===== config.mk =====
export PLATFORM = sky130hd
export DESIGN_NAME = swallow_ctrl
export DESIGN_NICKNAME = d
export VERILOG_FILES = /design/src/rtl/swallow_pkg.sv /design/src/rtl/swallow_ncount.sv /design/src/rtl/swallow_acount.sv /design/src/rtl/swallow_ctrl.sv
export SDC_FILE = /design/constraint.sdc
export NUM_CORES = 1
export LEC_CHECK = 0
export BUFFER_PORTS_ARGS = -buffer_cell sky130_fd_sc_hd__buf_2
export CAP_MARGIN = 20
export CORE_AREA = 2 2 73 75
export CTS_BUF_LIST = sky130_fd_sc_hd__clkbuf_16
export DETAILED_ROUTE_END_ITERATION = 8
export DIE_AREA = 0 0 75 77
export SYNTH_ARGS = -nofsm -noshare
export SYNTH_HDL_FRONTEND = slang
export SYNTH_SLANG_ARGS = --single-unit

===== constraint.sdc =====
create_clock -name clk -period 2 [get_ports clk]
set_input_delay 0.4 -clock clk [delete_from_list [all_inputs] [get_ports clk]]
set_output_delay 0.4 -clock clk [all_outputs]
set_load 0.005 [all_outputs]

===== src/rtl/swallow_pkg.sv =====
package swallow_pkg;
    localparam int unsigned N_WIDTH = 10;
    localparam int unsigned A_WIDTH = 7;
    localparam int unsigned N_FLOOR = 3;

    typedef struct packed {
        logic mod_sel;
        logic fb_pulse;
    } out_state_t;
endpackage


===== src/rtl/swallow_ncount.sv =====
module swallow_ncount #(
    parameter int unsigned W     = swallow_pkg::N_WIDTH,
    parameter int unsigned FLOOR = swallow_pkg::N_FLOOR
) (
    input  logic         clk,
    input  logic         rst_n,
    input  logic [W-1:0] n_prog,
    output logic         reload_o,
    output logic [W-1:0] nxt_o
);
    localparam logic [W-1:0] MIN_N = W'(FLOOR);
    localparam logic [W-1:0] ONE   = W'(1);

    typedef struct packed {
        logic [W-1:0] cnt;
    } nst_t;

    nst_t st_d, st_q;
    logic [W-1:0] n_eff;

    always_comb begin
        n_eff    = (n_prog < MIN_N) ? MIN_N : n_prog;
        reload_o = (st_q.cnt <= ONE);
        st_d     = st_q;
        if (reload_o) begin
            st_d.cnt = n_eff;
        end else begin
            st_d.cnt = st_q.cnt - ONE;
        end
        nxt_o = st_d.cnt;
    end

    always_ff @(posedge clk or negedge rst_n) begin
        if (!rst_n) begin
            st_q <= '0;
        end else begin
            st_q <= st_d;
        end
    end


    n_step_chk: assert property (@(posedge clk) disable iff (!rst_n)
        (st_q.cnt > ONE) |=> (st_q.cnt == $past(st_q.cnt) - ONE));


    n_floor_chk: assert property (@(posedge clk) disable iff (!rst_n)
        reload_o |=> (st_q.cnt >= MIN_N));
endmodule


===== src/rtl/swallow_acount.sv =====
module swallow_acount #(
    parameter int unsigned W = swallow_pkg::A_WIDTH
) (
    input  logic         clk,
    input  logic         rst_n,
    input  logic         reload_i,
    input  logic [W-1:0] a_prog,
    output logic [W-1:0] nxt_o
);
    localparam logic [W-1:0] ONE = W'(1);

    typedef struct packed {
        logic [W-1:0] cnt;
    } ast_t;

    ast_t st_d, st_q;

    always_comb begin
        st_d = st_q;
        if (reload_i) begin
            st_d.cnt = a_prog;
        end else if (st_q.cnt != '0) begin
            st_d.cnt = st_q.cnt - ONE;
        end
        nxt_o = st_d.cnt;
    end

    always_ff @(posedge clk or negedge rst_n) begin
        if (!rst_n) begin
            st_q <= '0;
        end else begin
            st_q <= st_d;
        end
    end


    a_hold_zero_chk: assert property (@(posedge clk) disable iff (!rst_n)
        (st_q.cnt == '0 && !reload_i) |=> (st_q.cnt == '0));
endmodule


===== src/rtl/swallow_ctrl.sv =====
module swallow_ctrl #(
    parameter int unsigned N_W   = swallow_pkg::N_WIDTH,
    parameter int unsigned A_W   = swallow_pkg::A_WIDTH,
    parameter int unsigned N_MIN = swallow_pkg::N_FLOOR
) (
    input  logic           clk,
    input  logic           rst_n,
    input  logic [N_W-1:0] n_prog,
    input  logic [A_W-1:0] a_prog,
    output logic           mod_ctl,
    output logic           fv_pulse
);
    import swallow_pkg::*;

    localparam logic [N_W-1:0] N_LAST = N_W'(1);

    logic           reload;
    logic [N_W-1:0] n_nxt;
    logic [A_W-1:0] a_nxt;
    out_state_t     o_d, o_q;

    swallow_ncount #(.W(N_W), .FLOOR(N_MIN)) u_ncnt (
        .clk      (clk),
        .rst_n    (rst_n),
        .n_prog   (n_prog),
        .reload_o (reload),
        .nxt_o    (n_nxt)
    );

    swallow_acount #(.W(A_W)) u_acnt (
        .clk      (clk),
        .rst_n    (rst_n),
        .reload_i (reload),
        .a_prog   (a_prog),
        .nxt_o    (a_nxt)
    );

    always_comb begin
        o_d          = o_q;
        o_d.mod_sel  = (a_nxt == '0);
        o_d.fb_pulse = (n_nxt == N_LAST);
    end

    always_ff @(posedge clk or negedge rst_n) begin
        if (!rst_n) begin
            o_q <= '0;
        end else begin
            o_q <= o_d;
        end
    end

    assign mod_ctl  = o_q.mod_sel;
    assign fv_pulse = o_q.fb_pulse;


    fv_single_chk: assert property (@(posedge clk) disable iff (!rst_n)
        fv_pulse |=> !fv_pulse);


    mod_fall_at_wrap_chk: assert property (@(posedge clk) disable iff (!rst_n)
        $fell(mod_ctl) |-> $past(fv_pulse));


    reset_quiet_chk: assert property (@(posedge clk)
        !rst_n |-> (!mod_ctl && !fv_pulse));
endmodule


==> metrics.md, run 1 <==
| Metric | Value |
|---|---|
| Status | `complete, no violations` |
| Max IR drop VDD | `0.000422 V` |
| Worst-Margin Slew | `0.438 ns` |
| CTS Sinks | `19` |
| Final worst setup slack | `0.152 ns` |
| GPL Wtd Cong | `0.870` |
| Setup TNS | `0 ns` |
| CTS Hold Bufs | `0` |
| Area of the mapped netlist | `1210 µm²` |
| Final Skew | `0.00625 ns` |
| Worst setup EP type | `flop` |
| DR WL/cell | `12.2 µm` |
| Row count | `26` |
| Post-synth EDFFs | `0` |
| Synth top area share | `39.1%` |
| CTS buffer count | `3` |
| Crit-path max FO | `4` |
| Port Buffers | `20` |
| R2r startpoint | `u_ncnt.st_q[0]` |
| Pwr/cell area | `1430 nW/µm²` |
| Clk slew on worst S/H paths | `0.06 ns` |
| Crit path DAT | `2.04 ns` |
| H-tree depth | `1` |
| Synth cell count leaders | `dfrtp_1, nor2_1, nand2_1` |
| Critical Path, Cell by Cell | `inv_1 -> ha_2 -> nor2_2 -> or2_1 -> o21ai_0 -> a2bb2oi_1 -> and4bb_2` |
| Final Max Tran Viols | `0` |
| DP HPWL | `2360 µm` |
| Nets | `195` |
| Critical path class | `flop to flop` |
| DR pass1 iterations | `4` |
| P&R area growth vs syn | `30.5%` |
| Maximum clock path buffer count | `2` |
| Root Buffer | `clkbuf_16` |
| Total grt overflow | `0` |
| Layout cells sized above 1 | `29.8%` |
| Via density | `4.54` |
| Required @ worst endpoint | `2.19 ns` |
| Most frequent cell after synthesis | `dfrtp_1` |
| Worst relative slew slack | `70.5%` |
| Fill count | `544` |
| Total Routing Usage GR | `11.3%` |
| Syn_nets | `158` |
| First-pass GRT wire length | `5040 µm` |
| Die area | `5780 µm²` |
| Reg2reg setup slack | `0.15 ns` |
| ANT cells | `0` |
| Post-synth cell types | `40` |
| Worst Hold Class | `input port to async pin` |
| Setup violators final | `0` |
| Die H | `77 µm` |
| Largest area contributor in the netlist | `dfrtp_1` |
| Critical-path top delay cell | `dfrtp_1` |
| Worst-Skew Late Latency | `0.25 ns` |
| Critical Path End | `mod_ctl` |
| Crit-path max cell delay | `0.41 ns` |
| Core area | `4980 µm²` |
| Initial antenna violation count | `0` |
| Tot Pwr | `2.27 mW` |
| CP startpoint | `u_ncnt.st_q[0]` |
| CTS tree | `yes` |
| Synth Instances | `135` |
| Tcrit/Tclk final | `92.4%` |
| 1st-iter DRT viols | `39` |
| I/O pin count | `21` |
| Largest net degree at the start of global routing | `20` |
| Yosys warnings | `0` |
| Hold_ws | `0.0867 ns` |
| Sequential cell area fraction in the yosys report | `39.1%` |
| Routed Antenna Nets | `0` |
| Post-synthesis average cell area | `9.00 µm²` |
| Number of global-route vias before repair | `1097` |
| Terminus of the critical flop-to-flop path | `mod_ctl` |
| Setup crit start kind | `flop` |
| Initial Util | `24.4%` |
| Max Clk Rate | `0.541 GHz` |
| Synth Register Bits | `19` |
| Top_reg_cell synth | `dfrtp_1` |
| Maxcap violations | `0` |
| Async S/R FF share, synth | `100%` |
| WL final | `2940 µm` |
| DP Worst Slack | `0.0923 ns` |
| FF-to-FF path depth | `7` |
| Synth top area cells | `dfrtp_1, xnor2_1, ha_1` |
| Final Critical Period | `1.85 ns` |
| Die X | `75 µm` |
| Via count | `1095` |
| Leakage power | `0.697 nW` |
| Hold Vio Cnt, Final | `0` |
| # DRC | `0` |
worst min-delay path by stage:
stage,start,cells after the start,slack [ns],to
3_3_place_gp,rst_n,1,0.38,u_ncnt.st_q[8]
5_1_grt,rst_n,1,0.13,u_ncnt.st_q[9]
2_1_floorplan,rst_n,0,0.10,fv_pulse
3_5_place_dp,rst_n,1,0.38,u_ncnt.st_q[8]
4_1_cts,rst_n,1,0.11,u_ncnt.st_q[1]
6_report,rst_n,1,0.09,u_ncnt.st_q[3]
metrics by stage:
step                      area (µm²)  util [%]  std cells
after detailed placement        1490      29.9        236
after floorplan                 1210         -        135
after global placement          1490      29.9        236
final                           1590      31.9        241
after CTS                       1570      31.5        240
after global routing            1590      31.9        241
registers in the layout, indices dropped and copies added, names as in the netlist:
name / flops
fv_pulse: 1
mod_ctl: 1
u_acnt.st_q: 7
u_ncnt.st_q: 10
kinds of logic after synthesis:
logic type	synth area share, %
AO/OA/AOI/OAI	17.9
XOR/XNOR	7.21
adder cells (fa/ha/maj)	4.12
buffers and inverters	5.25
flip-flops	39.1
AND/OR/NAND/NOR	26.4
metal layers:
layer | wire length, µm | global-route usage, % | share of wire, %
met1 | 1430 | 14.8 | 49
met2 | 1370 | 17.9 | 47
met3 | 121 | 3.42 | 4.1
met4 | 17 | 3.04 | 0.58
met5 | 0 | 0 | 0
layout by cell type, fill, tap and decap left out, types with 2 or more instances in the layout:
cell	n
xnor2_1	7
nand3_1	4
xor2_1	3
clkbuf_16	3
nor3b_1	2
nor2_1	12
nand2_1	12
o31ai_1	3
o21ai_0	7
or2_2	2
dfrtp_1	19
o21ai_1	2
buf_2	20
nor4_1	7
inv_1	9
buf_4	17
a21oi_1	9
ha_1	3
o32ai_1	2
nor3_1	4
report_power, final:
group / internal (mW) / total, mW / switching, mW / leakage (nW)
combinational: 0.552 / 1.12 / 0.570 / 0.426
clock: 0.266 / 0.405 / 0.139 / 0.0423
sequential: 0.561 / 0.745 / 0.183 / 0.229
total: 1.38 / 2.27 / 0.893 / 0.697
repair_timing:
action                     CTS  global route
buffers inserted             0             1
gates resized for setup      0             5
setup endpoints to repair    0             1
critical path, delay by kind of cell, from the launching register on:
family	cells	cell delay (ns)
AND/OR/NAND/NOR	3	0.56
AO/OA/AOI/OAI	2	0.50
flip-flops	1	0.41
adder cells (fa/ha/maj)	1	0.22
buffers and inverters	1	0.09
area by class of cell:
cell class                 instances  area [µm²]  area share, %
clock buffer                       3        75.1           4.74
clock inverter                     1        3.75          0.237
tap                               70        87.6           5.52
sequential                        19         475           30.0
multi-input combinational        103         686           43.3
timing repair buffer              37         228           14.4
inverter                           8        30.0           1.89
Note: power is estimated with default switching activity, not from simulation.
==> run 2, diff against run 1 <==
Clock period 2 ns to 1.85 ns, I/O delays scaled along.
==> run 2 against run 1 <==
Register-to-register slack got worse by 0.11 ns. Die area did not move. Count of clock-buffer cells in the layout did not move. Final cell count rose by 4.6%. Sequential power rose by 6.8%. Largest power group unchanged. Highest routed layer unchanged.
==> metrics.md, run 2 (synthesis results as in run 1) <==
| Metric | Value |
|---|---|
| Status | `complete, no violations` |
| Layout cells sized above 1 | `41.2%` |
| Sw Ratio | `39.5%` |
| H-tree depth | `1` |
| GPL Wtd Cong | `0.878` |
| CTS Sinks | `19` |
| Largest net degree at the start of global routing | `20` |
| Nets | `206` |
| Max IR drop VDD | `0.000550 V` |
| 1st-iter DRT viols | `57` |
| Met3 Use GR | `3.42%` |
| Max Clk Rate | `0.553 GHz` |
| DR pass1 iterations | `5` |
| Fill count | `513` |
| Port Buffers | `20` |
| Commonest non-fill, non-tap cell in the layout | `buf_4` |
| Die X | `75 µm` |
| Seq. cell area | `475 µm²` |
| Most frequent cells in the layout | `buf_4, buf_2, dfrtp_1` |
| Total grt overflow | `0` |
| Reg2reg setup slack | `0.04 ns` |
| Most used routing layer | `met2` |
| Max FFs per register | `10` |
| Via density | `4.51` |
| Final Max Tran Viols | `0` |
| Biggest regs | `u_ncnt.st_q (10), u_acnt.st_q (7)` |
| CTS tree | `yes` |
| Via count | `1136` |
| Critical path class | `flop to flop` |
| Total Routing Usage GR | `11.5%` |
| Tot Pwr | `2.79 mW` |
| R2r startpoint | `u_ncnt.st_q[2]` |
| Worst Hold Class | `input port to async pin` |
| First-pass GRT wire length | `5100 µm` |
| Terminus of the critical flop-to-flop path | `fv_pulse` |
| Root Buffer | `clkbuf_16` |
| Clk pwr share | `16.1%` |
| DR WL/cell | `12.5 µm` |
| I/O pin count | `21` |
| Worst setup EP type | `flop` |
| Die area | `5780 µm²` |
| GR Util met1 | `16.5%` |
| FF-to-FF path depth | `6` |
| Worst-Skew Late Latency | `0.25 ns` |
| P&R area growth vs syn | `43.0%` |
| ANT cells | `0` |
| # DRC | `0` |
| Final worst setup slack | `0.0425 ns` |
| Final Skew | `0.00543 ns` |
| Required @ worst endpoint | `2.00 ns` |
| Critical-path top delay cell | `dfrtp_1` |
| DP Worst Slack | `-0.0595 ns` |
| Setup crit start kind | `flop` |
| Initial Util | `24.4%` |
| Final Critical Period | `1.81 ns` |
| Largest Register | `u_ncnt.st_q` |
| Flop pwr share | `28.5%` |
| Switching power | `1.10 mW` |
| Core area | `4980 µm²` |
| Routed Antenna Nets | `0` |
| DP HPWL | `2380 µm` |
| Pwr/cell area | `1610 nW/µm²` |
| Worst relative slew slack | `69.2%` |
| Area of the multi-input gates | `754 µm²` |
| Crit-path max FO | `6` |
| Leakage power | `0.761 nW` |
| Critical Path, Cell by Cell | `nor4_4 -> buf_4 -> nand2_4 -> or3_1 -> o2bb2ai_2 -> a2111oi_2` |
| Maxcap violations | `0` |
| Combinational Power Share | `55.3%` |
| Hold Vio Cnt, Final | `0` |
| Setup violators final | `0` |
| Row count | `26` |
| WL final | `3160 µm` |
| Initial antenna violation count | `0` |
| CTS Hold Bufs | `0` |
| Maximum clock path buffer count | `2` |
| GRT met2 Usage | `16.9%` |
| Crit path DAT | `1.96 ns` |
| Setup TNS | `0 ns` |
| CTS buffer count | `3` |
| Die H | `77 µm` |
| Number of global-route vias before repair | `1103` |
| RSZ-0062 raised after global routing | `true` |
| Clk slew on worst S/H paths | `0.06 ns` |
| Tcrit/Tclk final | `97.7%` |
| Power Internal | `1.69 mW` |
| Worst-Margin Slew | `0.463 ns` |
| Crit-path max cell delay | `0.40 ns` |
==> run 2: changes by cell type in the layout (fill, tap and decap cells not counted), moves of 2 or more <==
cell and change:
buf_4 +11, nor4_1 -3, inv_1 -2, nor4_2 +2
==> run 2: per-stage QoR <==
stage | cell area, µm² | instances | hold WS, ns | utilization, %
floorplan | 1210 | 135 | 0.0744 | -
global placement | 1560 | 245 | 0.341 | 31.3
detailed placement | 1560 | 245 | 0.356 | 31.3
CTS | 1650 | 250 | 0.0812 | 33.2
global route | 1740 | 252 | 0.104 | 34.9
finish | 1740 | 252 | 0.0649 | 34.9
==> run 2: worst max-delay path by stage <==
stage                   start        to  cells past startpoint
2_1_floorplan  u_ncnt.st_q[8]  fv_pulse                      6
3_3_place_gp   u_ncnt.st_q[0]  fv_pulse                      8
3_5_place_dp   u_ncnt.st_q[0]  fv_pulse                      8
4_1_cts        u_ncnt.st_q[0]  fv_pulse                      8
5_1_grt        u_ncnt.st_q[2]  fv_pulse                      6
6_report       u_ncnt.st_q[2]  fv_pulse                      6
==> run 2: critical path, delay by kind of cell (launching register included) <==
family                 cells  cell delay, ns
buffers and inverters      1            0.19
flip-flops                 1            0.40
AND/OR/NAND/NOR            3            0.69
AO/OA/AOI/OAI              2            0.42
==> run 2: repair_timing <==
action | CTS | global route
setup buffers | 1 | 2
endpoints found under the setup margin | 1 | 10
resized for setup | 4 | 15
pin swaps | 1 | 5
==> run 2: metal layers <==
metal	vias up	wire [µm]
met5	-	0
met4	0	23
li1	585	-
met3	2	175
met1	526	1550
met2	23	1410
==> run 2: area by class of cell <==
cell class	instances	area share (%)
Multi-Input combinational cell	103	43.4
Inverter	8	1.73
Clock inverter	1	0.288
Tap cell	70	5.04
Sequential cell	19	27.4
Clock buffer	3	4.32
Timing Repair Buffer	48	17.9
==> run 2: power by group through the flow <==
stage	Combinational (mW)	Clock [mW]	Sequential (mW)
floorplan	0.871	0	0.750
global placement	1.33	0	0.776
detailed placement	1.33	0	0.775
CTS	1.37	0.459	0.774
global route	1.72	0.475	0.815
finish	1.55	0.451	0.796
